$ cat src/rtl/dma_pace_pkg.sv
package dma_pace_pkg;
  typedef enum logic [1:0] {
    ST_IDLE  = 2'd0,
    ST_ARMED = 2'd1,
    ST_RUN   = 2'd2,
    ST_HOLD  = 2'd3
  } pace_state_e;

  localparam int PIN_START = 0;
  localparam int PIN_REQ   = 1;
  localparam int NUM_PINS  = 2;
endpackage

$ cat src/rtl/dma_pace_sync.sv
module dma_pace_sync #(
  parameter int NPIN = 2
) (
  input  logic            clk,
  input  logic            rst,
  input  logic [NPIN-1:0] pin_async,
  output logic [NPIN-1:0] rise
);
  for (genvar i = 0; i < NPIN; i++) begin : g_pin
    logic meta_q, sync_q, prev_q;

    always_ff @(posedge clk) begin
      if (rst) begin
        meta_q <= 1'b0;
        sync_q <= 1'b0;
        prev_q <= 1'b0;
      end else begin
        meta_q <= pin_async[i];
        sync_q <= meta_q;
        prev_q <= sync_q;
      end
    end

    assign rise[i] = sync_q & ~prev_q;

    AST_RISE_SINGLE: assert property (@(posedge clk) disable iff (rst)
      rise[i] |=> !rise[i]);
  end
endmodule

$ cat src/rtl/dma_pace_burst.sv
module dma_pace_burst #(
  parameter int LOG2_W   = 4,
  parameter int MAX_LOG2 = 10
) (
  input  logic              clk,
  input  logic              rst,
  input  logic              load,
  input  logic [LOG2_W-1:0] size_log2,
  input  logic              dec,
  output logic              last
);
  localparam int CNT_W = MAX_LOG2 + 1;

  logic [LOG2_W-1:0] eff_log2;
  logic [CNT_W-1:0]  reload;
  logic [CNT_W-1:0]  cnt_q;

  always_comb begin
    if (int'(size_log2) > MAX_LOG2) eff_log2 = LOG2_W'(MAX_LOG2);
    else                            eff_log2 = size_log2;
    reload = CNT_W'(1) << eff_log2;
  end

  always_ff @(posedge clk) begin
    if (rst)       cnt_q <= '0;
    else if (load) cnt_q <= reload;
    else if (dec)  cnt_q <= cnt_q - CNT_W'(1);
  end

  assign last = (cnt_q == CNT_W'(1));

  AST_NO_UNDERFLOW: assert property (@(posedge clk) disable iff (rst)
    dec |-> (cnt_q != '0));
  AST_RELOAD_FULL: assert property (@(posedge clk) disable iff (rst)
    load |=> (cnt_q != '0));
endmodule

$ cat src/rtl/dma_pace_ctrl.sv
module dma_pace_ctrl
  import dma_pace_pkg::*;
(
  input  logic clk,
  input  logic rst,
  input  logic sw_start,
  input  logic sw_halt,
  input  logic ext_start_en,
  input  logic ext_pause_en,
  input  logic start_rise,
  input  logic req_rise,
  input  logic byte_stb,
  input  logic xfer_done,
  input  logic burst_last,
  output logic load,
  output logic dec,
  output logic run_en,
  output logic armed,
  output logic paused,
  output logic cs_bit,
  output logic xs_bit,
  output logic xp_bit,
  output logic cnt_clr
);
  pace_state_e state_q, nxt;
  logic run_q, armed_q, paused_q, cs_q, xs_q, xp_q, clr_q;
  logic accept;

  assign accept = (state_q == ST_IDLE) && sw_start && !sw_halt;

  always_comb begin
    nxt = state_q;
    if (sw_halt) nxt = ST_IDLE;
    else begin
      case (state_q)
        ST_IDLE:  if (sw_start) nxt = ext_start_en ? ST_ARMED : ST_RUN;
        ST_ARMED: if (start_rise) nxt = ST_RUN;
        ST_RUN: begin
          if (xfer_done) nxt = ST_IDLE;
          else if (byte_stb && burst_last && xp_q) nxt = ST_HOLD;
        end
        ST_HOLD:  if (req_rise) nxt = ST_RUN;
        default:  nxt = ST_IDLE;
      endcase
    end
  end

  assign load = (nxt == ST_RUN) && (state_q != ST_RUN);
  assign dec  = (state_q == ST_RUN) && byte_stb && xp_q;

  always_ff @(posedge clk) begin
    if (rst) begin
      state_q  <= ST_IDLE;
      run_q    <= 1'b0;
      armed_q  <= 1'b0;
      paused_q <= 1'b0;
      cs_q     <= 1'b0;
      xs_q     <= 1'b0;
      xp_q     <= 1'b0;
      clr_q    <= 1'b0;
    end else begin
      state_q  <= nxt;
      run_q    <= (nxt == ST_RUN);
      armed_q  <= (nxt == ST_ARMED);
      paused_q <= (nxt == ST_HOLD);
      clr_q    <= accept && ext_pause_en;
      if (sw_halt || ((state_q == ST_RUN) && xfer_done)) begin
        cs_q <= 1'b0;
        xs_q <= 1'b0;
        xp_q <= 1'b0;
      end else if (accept) begin
        cs_q <= !ext_start_en;
        xs_q <= ext_start_en;
        xp_q <= ext_pause_en;
      end
    end
  end

  assign run_en  = run_q;
  assign armed   = armed_q;
  assign paused  = paused_q;
  assign cs_bit  = cs_q;
  assign xs_bit  = xs_q;
  assign xp_bit  = xp_q;
  assign cnt_clr = clr_q;

  AST_ARMED_WAITS: assert property (@(posedge clk) disable iff (rst)
    (armed_q && !start_rise && !sw_halt) |=> (armed_q && !run_q));
  AST_HOLD_NEEDS_EDGE: assert property (@(posedge clk) disable iff (rst)
    (paused_q && !req_rise && !sw_halt) |=> !run_q);
  AST_DONE_STOPS: assert property (@(posedge clk) disable iff (rst)
    (run_q && xfer_done && !sw_halt) |=> (!run_q && !paused_q));
  AST_HALT_CLEARS: assert property (@(posedge clk) disable iff (rst)
    sw_halt |=> (!run_q && !cs_q && !xs_q && !xp_q));
  AST_NO_PAUSE_OFF: assert property (@(posedge clk) disable iff (rst)
    (run_q && !xp_q && !xfer_done && !sw_halt) |=> run_q);
endmodule

$ cat src/rtl/dma_pace_gate.sv
module dma_pace_gate
  import dma_pace_pkg::*;
#(
  parameter int LOG2_W   = 4,
  parameter int MAX_LOG2 = 10
) (
  input  logic              clk,
  input  logic              rst,
  input  logic              ext_start_en,
  input  logic              ext_pause_en,
  input  logic [LOG2_W-1:0] burst_log2,
  input  logic              sw_start,
  input  logic              sw_halt,
  input  logic              start_pin,
  input  logic              req_pin,
  input  logic              byte_stb,
  input  logic              xfer_done,
  output logic              run_en,
  output logic              armed,
  output logic              paused,
  output logic              cs_bit,
  output logic              xs_bit,
  output logic              xp_bit,
  output logic              cnt_clr
);
  logic [NUM_PINS-1:0] pins, rises;
  logic load, dec, last;

  always_comb begin
    pins            = '0;
    pins[PIN_START] = start_pin;
    pins[PIN_REQ]   = req_pin;
  end

  dma_pace_sync #(.NPIN(NUM_PINS)) u_sync (
    .clk(clk), .rst(rst), .pin_async(pins), .rise(rises)
  );

  dma_pace_burst #(.LOG2_W(LOG2_W), .MAX_LOG2(MAX_LOG2)) u_burst (
    .clk(clk), .rst(rst), .load(load), .size_log2(burst_log2),
    .dec(dec), .last(last)
  );

  dma_pace_ctrl u_ctrl (
    .clk(clk), .rst(rst), .sw_start(sw_start), .sw_halt(sw_halt),
    .ext_start_en(ext_start_en), .ext_pause_en(ext_pause_en),
    .start_rise(rises[PIN_START]), .req_rise(rises[PIN_REQ]),
    .byte_stb(byte_stb), .xfer_done(xfer_done), .burst_last(last),
    .load(load), .dec(dec), .run_en(run_en), .armed(armed),
    .paused(paused), .cs_bit(cs_bit), .xs_bit(xs_bit), .xp_bit(xp_bit),
    .cnt_clr(cnt_clr)
  );
endmodule

$ cat config.mk
export PLATFORM = sky130hd
export DESIGN_NAME = dma_pace_gate
export DESIGN_NICKNAME = d
export VERILOG_FILES = /design/src/rtl/dma_pace_pkg.sv /design/src/rtl/dma_pace_sync.sv /design/src/rtl/dma_pace_burst.sv /design/src/rtl/dma_pace_ctrl.sv /design/src/rtl/dma_pace_gate.sv
export SDC_FILE = /design/constraint.sdc
export NUM_CORES = 1
export LEC_CHECK = 0
export BUFFER_PORTS_ARGS = -buffer_cell sky130_fd_sc_hd__buf_2
export CAP_MARGIN = 20
export CORE_ASPECT_RATIO = 1.2
export CORE_MARGIN = 10
export CORE_UTILIZATION = 54
export DETAILED_ROUTE_END_ITERATION = 10
export PLACE_DENSITY = 0.76
export SKIP_LAST_GASP = 1
export SLEW_MARGIN = 15
export SYNTH_ARGS = -nofsm -noshare
export SYNTH_HDL_FRONTEND = slang
export SYNTH_SLANG_ARGS = --single-unit
$ cat constraint.sdc
create_clock -name clk -period 2.1 [get_ports clk]
set_input_delay 0.21 -clock clk [delete_from_list [all_inputs] [get_ports clk]]
set_output_delay 0.21 -clock clk [all_outputs]
set_load 0.005 [all_outputs]
==> results of run 1 <==
[power by group through the flow]
stage	Combinational, uW	Clock, uW	Sequential, uW
after global placement	90.8	0	524
after CTS	93.2	211	513
after detailed placement	92.7	0	524
after global routing	110	226	515
final	97.4	200	513
after floorplan	59.0	0	522
[synthesized netlist by cell type (2+ instances only)]
cell | count | share of area [%]
sky130_fd_sc_hd__nor4b_1 | 2 | 1.4
sky130_fd_sc_hd__nor2_1 | 11 | 3.2
sky130_fd_sc_hd__nand2b_1 | 3 | 1.5
sky130_fd_sc_hd__nor2b_1 | 9 | 4.4
sky130_fd_sc_hd__nand3_1 | 3 | 1.2
sky130_fd_sc_hd__nor3_1 | 2 | 0.78
sky130_fd_sc_hd__ha_1 | 2 | 1.9
sky130_fd_sc_hd__a21oi_1 | 5 | 1.9
sky130_fd_sc_hd__buf_6 | 2 | 1.8
sky130_fd_sc_hd__a211o_2 | 2 | 1.6
sky130_fd_sc_hd__xor2_1 | 6 | 4.1
sky130_fd_sc_hd__nand3b_1 | 2 | 1.2
sky130_fd_sc_hd__mux2_1 | 3 | 2.6
sky130_fd_sc_hd__dfxtp_1 | 26 | 40
sky130_fd_sc_hd__a211o_1 | 5 | 3.4
sky130_fd_sc_hd__o31ai_1 | 5 | 2.9
sky130_fd_sc_hd__nand2_1 | 10 | 2.9
sky130_fd_sc_hd__o21ai_0 | 2 | 0.78
sky130_fd_sc_hd__o41ai_1 | 2 | 1.4
sky130_fd_sc_hd__or3_1 | 4 | 1.9
sky130_fd_sc_hd__xnor2_1 | 2 | 1.4
sky130_fd_sc_hd__inv_1 | 5 | 1.5
[sequential cells by signal (all words and copies together) (netlist names), 2 cells and up]
name	cells
u_ctrl.state_q	2
u_sync.g_pin.meta_q	2
u_burst.cnt_q	11
u_sync.g_pin.prev_q	2
u_sync.g_pin.sync_q	2
[what timing repair did]
action,in CTS,in global routing
hold buffers,0,0
hold endpoints to repair,0,0
setup buffers,0,2
endpoints found under the setup margin,0,6
resized for setup,0,1
[layer usage]
layer | routed length, um | vias to the layer above
li1 | - | 543
met1 | 1154 | 509
met2 | 1373 | 17
met3 | 105 | 5
met4 | 52 | 0
met5 | 0 | -
[stage by stage]
step / setup slack [ns] / area, um2 / total power, uW / hold slack (ns) / util (%)
after floorplan: 0.3352 / 1286 / 581.4 / 0.3109 / -
after global placement: 0.1381 / 1413 / 614.4 / 0.4219 / 61.90
after detailed placement: 0.07192 / 1413 / 616.7 / 0.4242 / 61.90
after CTS: 0.03730 / 1435 / 817.1 / 0.08489 / 62.88
after global routing: 0.001987 / 1456 / 851.1 / 0.1220 / 63.82
final: 0.1508 / 1456 / 810.3 / 0.09086 / 63.82
[path summary, 6_finish.rpt]
path	end	slack, ns	cells past startpoint
worst max register to register	u_burst.cnt_q[0]	0.15	5
worst max-delay path	u_burst.cnt_q[0]	0.15	5
worst min-delay path	u_sync.g_pin[1].meta_q	0.09	2
worst min register to register	u_sync.g_pin[1].sync_q	0.46	1
[layout make-up]
type / instances / share of cell area (%)
multi-input combinational: 101 / 49.31
sequential: 26 / 35.74
timing repair buffer: 25 / 9.450
tap: 31 / 2.663
clock buffer: 3 / 1.546
inverter: 5 / 1.289
[kinds of logic (layout without fill, tap and decap cells)]
logic type | Yosys count | in the layout | synth area share [%]
AO/OA/AOI/OAI | 27 | 27 | 16.64
XOR/XNOR | 8 | 8 | 5.448
adder cells (fa/ha/maj) | 2 | 2 | 1.945
buffers and inverters | 10 | 33 | 4.182
flip-flops | 26 | 26 | 40.47
multiplexers | 3 | 3 | 2.626
AND/OR/NAND/NOR | 61 | 61 | 28.70
[worst reg2reg max path: stages (launching register included)]
cell,delay (ns)
sky130_fd_sc_hd__dfxtp_1,0.37
sky130_fd_sc_hd__nor4_2,0.44
sky130_fd_sc_hd__nand3b_1,0.19
sky130_fd_sc_hd__o21a_2,0.30
sky130_fd_sc_hd__nand2_2,0.21
sky130_fd_sc_hd__mux2_1,0.35
==> flow_summary.html, run 1 <==
<table>
<tr><th>Metric</th><th>Value</th></tr>
<tr><th colspan="2">Outcome</th></tr>
<tr><td>Result of the run</td><td>completed</td></tr>
<tr><th colspan="2">Die</th></tr>
<tr><td>Die Footprint</td><td>roughly 0.0047 mm2</td></tr>
<tr><td>Vert. Die Dim</td><td>about 73 um</td></tr>
<tr><td>Number of placement rows</td><td>19</td></tr>
<tr><td>Starting density of the core</td><td>between 50 and 60%</td></tr>
<tr><td>Chip Width</td><td>64.55 um</td></tr>
<tr><td>Area of the placeable core</td><td>around 0.0023 mm2</td></tr>
<tr><td>Number of ports placed on the die boundary</td><td>21</td></tr>
<tr><th colspan="2">Power</th></tr>
<tr><td>Sequential cell fraction of total power</td><td>between 60% and 70%</td></tr>
<tr><td>Maximum ir drop on the vdd rail</td><td>between 0.4 and 0.5 mV</td></tr>
<tr><td>Static leakage</td><td>0.0005597 uW</td></tr>
<tr><td>Cell Int Power</td><td>614.2 uW</td></tr>
<tr><td>Switching share of power</td><td>between 20% and 30%</td></tr>
<tr><td>PwrDens</td><td>between 500 and 600 mW/mm2</td></tr>
<tr><td>Portion of total power attributed to combinational logic</td><td>about an eighth</td></tr>
<tr><td>Net Sw Power</td><td>196.1 uW</td></tr>
<tr><td>Relative contribution of the clock network to total power</td><td>24.7%</td></tr>
<tr><th colspan="2">Clock network</th></tr>
<tr><td>Clock-pin slew on the worst setup and hold paths</td><td>about 0.12 ns</td></tr>
<tr><td>Clock sinks</td><td>26</td></tr>
<tr><td>Maximum clock insertion buffer count</td><td>2</td></tr>
<tr><td>Clock Latency Late Sink</td><td>roughly 0.32 ns</td></tr>
<tr><td>CTS root buffer</td><td>sky130_fd_sc_hd__clkbuf_4</td></tr>
<tr><td>CTS HTree Levels</td><td>1</td></tr>
<tr><td>TritonCTS clock tree</td><td>done</td></tr>
<tr><td>TritonCTS Buffers</td><td>3</td></tr>
<tr><th colspan="2">Worst setup path</th></tr>
<tr><td>Critical path cell sequence</td><td>nor4_2 -&gt; nand3b_1 -&gt; o21a_2 -&gt; nand2_2 -&gt; mux2_1</td></tr>
<tr><td>Cell class contributing the biggest share of worst-path delay</td><td>simple AND/OR/NAND/NOR gates</td></tr>
<tr><td>Startpoint-to-endpoint class of the critical path</td><td>reg2reg</td></tr>
<tr><td>Source of the worst register-to-register timing path</td><td>u_burst.cnt_q[3]</td></tr>
<tr><td>Endpoint required time on the critical path</td><td>2.32 ns</td></tr>
<tr><td>Startpoint kind of the worst setup timing path</td><td>flop</td></tr>
<tr><td>Slowest cell on the critical path</td><td>sky130_fd_sc_hd__nor4_2</td></tr>
<tr><td>Worst setup path startpoint</td><td>u_burst.cnt_q[3]</td></tr>
<tr><td>Category of the worst setup path capture point</td><td>flop</td></tr>
<tr><td>Worst Path Buf+Inv</td><td>0</td></tr>
<tr><td>Arrival time of data at the critical path endpoint</td><td>between 2 and 2.5 ns</td></tr>
<tr><td>Largest driver fanout on the critical path</td><td>11</td></tr>
<tr><td>Stage delay of the slowest cell on the critical path</td><td>between 0.4 and 0.5 ns</td></tr>
<tr><th colspan="2">Finish</th></tr>
<tr><td>Fill count</td><td>about 220</td></tr>
<tr><td>Nets@finish</td><td>about 180</td></tr>
<tr><td>Area taken by flip-flops and latches</td><td>520.5 um2</td></tr>
<tr><td>Most frequent standard cell in the layout excluding fill and tap cells</td><td>sky130_fd_sc_hd__dfxtp_1</td></tr>
<tr><td>Most used cells in the layout excluding fill and tap cells</td><td>sky130_fd_sc_hd__dfxtp_1 (26), sky130_fd_sc_hd__buf_2 (20), sky130_fd_sc_hd__nor2_1 (11)</td></tr>
<tr><td>Area overhead of the layout relative to synthesis</td><td>13.23%</td></tr>
<tr><td>Antenna fix cells</td><td>0</td></tr>
<tr><td>Fraction of final layout cells with drive strength greater than 1</td><td>23.75%</td></tr>
<tr><td>Count of placed standard cells in the final layout, fillers left out</td><td>~190</td></tr>
<tr><td>Area occupied by multi-input gates</td><td>~700 um2</td></tr>
<tr><th colspan="2">Global routing</th></tr>
<tr><td>Total global-route track usage</td><td>around an eighth</td></tr>
<tr><td>Largest net degree at the start of global routing</td><td>25</td></tr>
<tr><td>Met2 Use GR</td><td>between 20% and 30%</td></tr>
<tr><td>Number of global-route vias before repair</td><td>between 1000 and 1500</td></tr>
<tr><td>Most utilized layer in the global route result</td><td>met2</td></tr>
<tr><td>GRT overflow</td><td>0</td></tr>
<tr><td>Global-route wire length before repair</td><td>~4.7 mm</td></tr>
<tr><td>Met3 global-route usage</td><td>a little under 3%</td></tr>
<tr><td>Initial antenna violation count</td><td>0</td></tr>
<tr><td>Grt met1 use</td><td>13.58%</td></tr>
<tr><th colspan="2">Timing</th></tr>
<tr><td>Sum of negative setup slack</td><td>0 ns</td></tr>
<tr><td>Max Fclk</td><td>about 0.51 GHz</td></tr>
<tr><td>Worst clock skew on the final layout</td><td>between 0.002 and 0.0025 ns</td></tr>
<tr><td>Count of pins over their slew limit</td><td>0</td></tr>
<tr><td>Hold Fails Final Rpt</td><td>0</td></tr>
<tr><td>Setup violation total in the final timing report</td><td>0</td></tr>
<tr><td>Post-route fraction of the period consumed by the critical path</td><td>~93%</td></tr>
<tr><td>Post-route minimum period</td><td>roughly 1.9 ns</td></tr>
<tr><td>RSZ-0062 raised after global routing</td><td>no</td></tr>
<tr><td>Worst max-slew margin expressed relative to the limit</td><td>between 60% and 70%</td></tr>
<tr><td>Slew @ Worst Pin</td><td>0.5139 ns</td></tr>
<tr><th colspan="2">Logic synthesis</th></tr>
<tr><td>Warnings, synthesis</td><td>0</td></tr>
<tr><td>Asr flop ratio synth</td><td>0%</td></tr>
<tr><td>Net count after synthesis</td><td>~150</td></tr>
<tr><td>Most used flip-flop cell after synthesis</td><td>sky130_fd_sc_hd__dfxtp_1</td></tr>
<tr><td>Post-synthesis instance area</td><td>between 0.001 and 0.0015 mm2</td></tr>
<tr><td>Post-synthesis sequential area ratio</td><td>about two fifths</td></tr>
<tr><td>Average cell area after synthesis</td><td>~9.4 um2</td></tr>
<tr><td>Count of flip-flops with a built-in enable after synthesis</td><td>0</td></tr>
<tr><td>Flip-flop and latch count after synthesis</td><td>26</td></tr>
<tr><td>Number of different library cells in the post-synthesis netlist</td><td>46</td></tr>
<tr><td>Synthesized instance count</td><td>137</td></tr>
<tr><th colspan="2">Placed design</th></tr>
<tr><td>Count of input and output buffers</td><td>20</td></tr>
<tr><td>Detailed placer's ending HPWL</td><td>2.094 mm</td></tr>
<tr><td>Instance count after placement with tap cells included</td><td>between 150 and 200</td></tr>
<tr><td>Placer Congestion</td><td>~0.8</td></tr>
<tr><th colspan="2">Hold path</th></tr>
<tr><td>Classification of the worst-slack hold path</td><td>in2reg</td></tr>
<tr><td>Origin of the worst min-delay path</td><td>req_pin</td></tr>
<tr><th colspan="2">Drt</th></tr>
<tr><td>Vias per inst</td><td>approximately 5.6</td></tr>
<tr><td>Starting DRT DRC Count</td><td>30</td></tr>
<tr><td>1st-pass router iterations</td><td>4</td></tr>
<tr><td>Total length of routed wires</td><td>2.685 mm</td></tr>
<tr><td>Via count of the routed design</td><td>roughly 1100</td></tr>
<tr><td>Post-route DRC</td><td>0</td></tr>
<tr><td>Post-DRT Antenna Nets</td><td>0</td></tr>
<tr><td>Avg WL per Cell</td><td>roughly 14 um</td></tr>
<tr><th colspan="2">Job</th></tr>
<tr><td>Max-Cap Viols</td><td>0</td></tr>
</table>
Power figures use the tool's default switching activity.
==> run 2: changes to the inputs <==
--- a/config.mk
+++ b/config.mk
@@ -9,9 +9,9 @@
 export CAP_MARGIN = 20
 export CORE_ASPECT_RATIO = 1.2
 export CORE_MARGIN = 10
-export CORE_UTILIZATION = 54
+export CORE_UTILIZATION = 49
 export DETAILED_ROUTE_END_ITERATION = 10
-export PLACE_DENSITY = 0.76
+export PLACE_DENSITY = 0.73
 export SKIP_LAST_GASP = 1
 export SLEW_MARGIN = 15
 export SYNTH_ARGS = -nofsm -noshare
==> constraint.sdc (replaced) <==
create_clock -name clk -period 1.7 [get_ports clk]
set_input_delay 0.17 -clock clk [delete_from_list [all_inputs] [get_ports clk]]
set_output_delay 0.17 -clock clk [all_outputs]
set_load 0.005 [all_outputs]
==> run 2 against run 1 <==
  * The flow now finishes with violations (negative setup slack)
  * Highest routed layer unchanged
  * Maximum frequency rose by 8.8%
  * Largest cell class unchanged
  * Design area rose by 24%
  * Non-clock buffer count rose by 18
  * Flip-flop and latch count did not move
==> flow_summary.html, run 2 (synthesized netlist as in run 1, its figures left out) <==
<table>
<tr><th>Metric</th><th>Value</th></tr>
<tr><th colspan="2">Finish</th></tr>
<tr><td>Fill count</td><td>around 190</td></tr>
<tr><td>Most frequent standard cell in the layout excluding fill and tap cells</td><td>sky130_fd_sc_hd__buf_4</td></tr>
<tr><td>Final Instance Area</td><td>about 0.0018 mm2</td></tr>
<tr><td>Register with the highest flop count</td><td>u_burst.cnt_q</td></tr>
<tr><td>Area occupied by multi-input gates</td><td>between 800 and 900 um2</td></tr>
<tr><td>Max FFs per register</td><td>11</td></tr>
<tr><td>Area overhead of the layout relative to synthesis</td><td>40.95%</td></tr>
<tr><td>Area taken by flip-flops and latches</td><td>530.5 um2</td></tr>
<tr><td>Count of placed standard cells in the final layout, fillers left out</td><td>212</td></tr>
<tr><td>Antenna fix cells</td><td>0</td></tr>
<tr><td>Fraction of final layout cells with drive strength greater than 1</td><td>a little under half</td></tr>
<tr><td>Most used cells in the layout excluding fill and tap cells</td><td>sky130_fd_sc_hd__buf_4 (21), sky130_fd_sc_hd__buf_2 (20), sky130_fd_sc_hd__dfxtp_1 (20)</td></tr>
<tr><td>Layout Utilization</td><td>around 72%</td></tr>
<tr><td>Nets@finish</td><td>196</td></tr>
<tr><th colspan="2">Timing</th></tr>
<tr><td>Hold slack final</td><td>around 0.044 ns</td></tr>
<tr><td>Fin worst setup slack</td><td>-0.09166 ns</td></tr>
<tr><td>Max Fclk</td><td>0.5581 GHz</td></tr>
<tr><td>Post-route minimum period</td><td>1.792 ns</td></tr>
<tr><td>Worst clock skew on the final layout</td><td>approximately 0.0061 ns</td></tr>
<tr><td>Setup violation total in the final timing report</td><td>4</td></tr>
<tr><td>Slew @ Worst Pin</td><td>about 0.44 ns</td></tr>
<tr><td>Sum of negative setup slack</td><td>-0.2191 ns</td></tr>
<tr><td>Post-route fraction of the period consumed by the critical path</td><td>105.4%</td></tr>
<tr><td>RSZ-0062 raised after global routing</td><td>yes</td></tr>
<tr><td>Count of pins over their slew limit</td><td>0</td></tr>
<tr><td>Worst max-slew margin expressed relative to the limit</td><td>70.69%</td></tr>
<tr><td>Hold Fails Final Rpt</td><td>0</td></tr>
<tr><th colspan="2">Placed design</th></tr>
<tr><td>Count of input and output buffers</td><td>20</td></tr>
<tr><td>Detailed placer's ending HPWL</td><td>~2.4 mm</td></tr>
<tr><td>Placer Congestion</td><td>~0.78</td></tr>
<tr><td>Placed inst area</td><td>0.001554 mm2</td></tr>
<tr><td>Instance count after placement with tap cells included</td><td>roughly 200</td></tr>
<tr><th colspan="2">Worst setup path</th></tr>
<tr><td>Largest driver fanout on the critical path</td><td>3</td></tr>
<tr><td>Endpoint required time on the critical path</td><td>1.94 ns</td></tr>
<tr><td>Arrival time of data at the critical path endpoint</td><td>2.03 ns</td></tr>
<tr><td>Category of the worst setup path capture point</td><td>flop</td></tr>
<tr><td>Startpoint-to-endpoint class of the critical path</td><td>reg2reg</td></tr>
<tr><td>Worst setup slack for register-to-register paths</td><td>-0.09 ns</td></tr>
<tr><td>Startpoint kind of the worst setup timing path</td><td>flop</td></tr>
<tr><th colspan="2">Global routing</th></tr>
<tr><td>Largest net degree at the start of global routing</td><td>25</td></tr>
<tr><td>GRT overflow</td><td>0</td></tr>
<tr><td>Initial antenna violation count</td><td>0</td></tr>
<tr><td>Global-route wire length before repair</td><td>around 5.4 mm</td></tr>
<tr><td>Total global-route track usage</td><td>about an eighth</td></tr>
<tr><td>Number of global-route vias before repair</td><td>around 1200</td></tr>
<tr><th colspan="2">Clock network</th></tr>
<tr><td>TritonCTS Buffers</td><td>3</td></tr>
<tr><td>CTS HTree Levels</td><td>1</td></tr>
<tr><td>Clock Latency Late Sink</td><td>around 0.33 ns</td></tr>
<tr><td>TritonCTS clock tree</td><td>done</td></tr>
<tr><td>Maximum clock insertion buffer count</td><td>2</td></tr>
<tr><td>Clock-pin slew on the worst setup and hold paths</td><td>around 0.15 ns</td></tr>
<tr><td>Clock sinks</td><td>26</td></tr>
<tr><td>CTS root buffer</td><td>sky130_fd_sc_hd__clkbuf_4</td></tr>
<tr><th colspan="2">Power</th></tr>
<tr><td>Relative contribution of the clock network to total power</td><td>between 30% and 40%</td></tr>
<tr><td>Maximum ir drop on the vdd rail</td><td>about 0.47 mV</td></tr>
<tr><td>PwrDens</td><td>slightly below 700 mW/mm2</td></tr>
<tr><td>Switching share of power</td><td>24.00%</td></tr>
<tr><td>Static leakage</td><td>roughly 0.00073 uW</td></tr>
<tr><td>Cell Int Power</td><td>around 940 uW</td></tr>
<tr><td>Portion of total power attributed to combinational logic</td><td>approximately 14%</td></tr>
<tr><td>Sequential cell fraction of total power</td><td>between 50% and 60%</td></tr>
<tr><td>Net Sw Power</td><td>slightly below 300 uW</td></tr>
<tr><th colspan="2">Drt</th></tr>
<tr><td>Starting DRT DRC Count</td><td>34</td></tr>
<tr><td>Vias per inst</td><td>5.580</td></tr>
<tr><td>Total length of routed wires</td><td>approximately 3.5 mm</td></tr>
<tr><td>Post-route DRC</td><td>0</td></tr>
<tr><td>Avg WL per Cell</td><td>roughly 16 um</td></tr>
<tr><td>Post-DRT Antenna Nets</td><td>0</td></tr>
<tr><td>Via count of the routed design</td><td>roughly 1200</td></tr>
<tr><td>1st-pass router iterations</td><td>4</td></tr>
<tr><th colspan="2">Outcome</th></tr>
<tr><td>Violated checks</td><td>negative setup slack</td></tr>
<tr><td>Result of the run</td><td>finished with violations</td></tr>
<tr><th colspan="2">Die</th></tr>
<tr><td>Vert. Die Dim</td><td>about 76 um</td></tr>
<tr><td>Die Footprint</td><td>0.005083 mm2</td></tr>
<tr><td>Chip Width</td><td>66.77 um</td></tr>
<tr><td>Area of the placeable core</td><td>0.002527 mm2</td></tr>
<tr><td>Number of ports placed on the die boundary</td><td>21</td></tr>
<tr><td>Starting density of the core</td><td>between 50% and 60%</td></tr>
<tr><td>Number of placement rows</td><td>20</td></tr>
<tr><th colspan="2">Hold path</th></tr>
<tr><td>Classification of the worst-slack hold path</td><td>in2reg</td></tr>
<tr><th colspan="2">Job</th></tr>
<tr><td>Max-Cap Viols</td><td>0</td></tr>
</table>
==> run 2: changes by cell type in the layout (fill, tap and decap cells not counted), moves of 2 or more <==
cell	before	now
sky130_fd_sc_hd__mux2_1	3	0
sky130_fd_sc_hd__dfxtp_1	26	20
sky130_fd_sc_hd__dfxtp_2	0	5
sky130_fd_sc_hd__buf_4	5	21
sky130_fd_sc_hd__nor4b_1	2	0
sky130_fd_sc_hd__mux2_4	0	3
sky130_fd_sc_hd__o31ai_4	0	3
sky130_fd_sc_hd__o31ai_1	5	0
sky130_fd_sc_hd__o31ai_2	0	2
sky130_fd_sc_hd__inv_1	5	3
sky130_fd_sc_hd__inv_2	0	2
==> run 2: cell type report <==
class / instances / area share, %
Inverter: 5 / 1.035
Sequential cell: 26 / 29.26
Multi-Input combinational cell: 101 / 48.59
Clock buffer: 3 / 1.242
Clock inverter: 1 / 1.656
Tap cell: 33 / 2.277
Timing Repair Buffer: 43 / 15.94
==> run 2: power by group through the flow <==
stage | registers, uW | logic [uW] | clock network [uW]
after CTS | 633 | 144 | 437
after global placement | 646 | 131 | 0
after floorplan | 646 | 74.5 | 0
after detailed placement | 647 | 136 | 0
after global routing | 636 | 183 | 465
final | 634 | 167 | 434
==> run 2: path summary, 6_finish.rpt <==
check                                            start                endpoint  cells after the start
worst max-delay path                  u_burst.cnt_q[0]        u_burst.cnt_q[4]                      8
worst min-delay path                         start_pin  u_sync.g_pin[0].meta_q                      2
worst max register to register        u_burst.cnt_q[0]        u_burst.cnt_q[4]                      8
worst min register to register  u_sync.g_pin[1].meta_q  u_sync.g_pin[1].sync_q                      1
==> run 2: through the flow <==
step           worst slack (ns)  total power, uW
2_1_floorplan         -0.002159            720.2
6_report               -0.09166             1235
3_5_place_dp            -0.1279            782.5
4_1_cts                 -0.1102             1215
5_1_grt                 -0.1333             1284
3_3_place_gp           -0.08954            777.4
==> run 2: timing repair <==
item | in CTS | in global routing
pin swaps | 10 | 13
gates cloned | 0 | 0
hold buffers | 0 | 0
setup endpoints to repair | 13 | 14
resized for setup | 9 | 21
buffers inserted | 3 | 3
==> run 2: critical path: stages (launching register included) <==
cell and delay (ns):
sky130_fd_sc_hd__dfxtp_2 0.35, sky130_fd_sc_hd__inv_2 0.07, sky130_fd_sc_hd__ha_4 0.15, sky130_fd_sc_hd__nand4bb_4 0.12
sky130_fd_sc_hd__buf_4 0.17, sky130_fd_sc_hd__or3_4 0.33, sky130_fd_sc_hd__xor2_1 0.15, sky130_fd_sc_hd__a211o_2 0.30
sky130_fd_sc_hd__o41ai_1 0.06
==> run 2: metal layers <==
metal	vias to the layer above	GRT usage, %	wire (um)
met5	-	0	0
met4	0	6.723	59
met3	6	3.088	159
met2	28	22.81	1775
met1	572	13.46	1475
li1	577	-	-
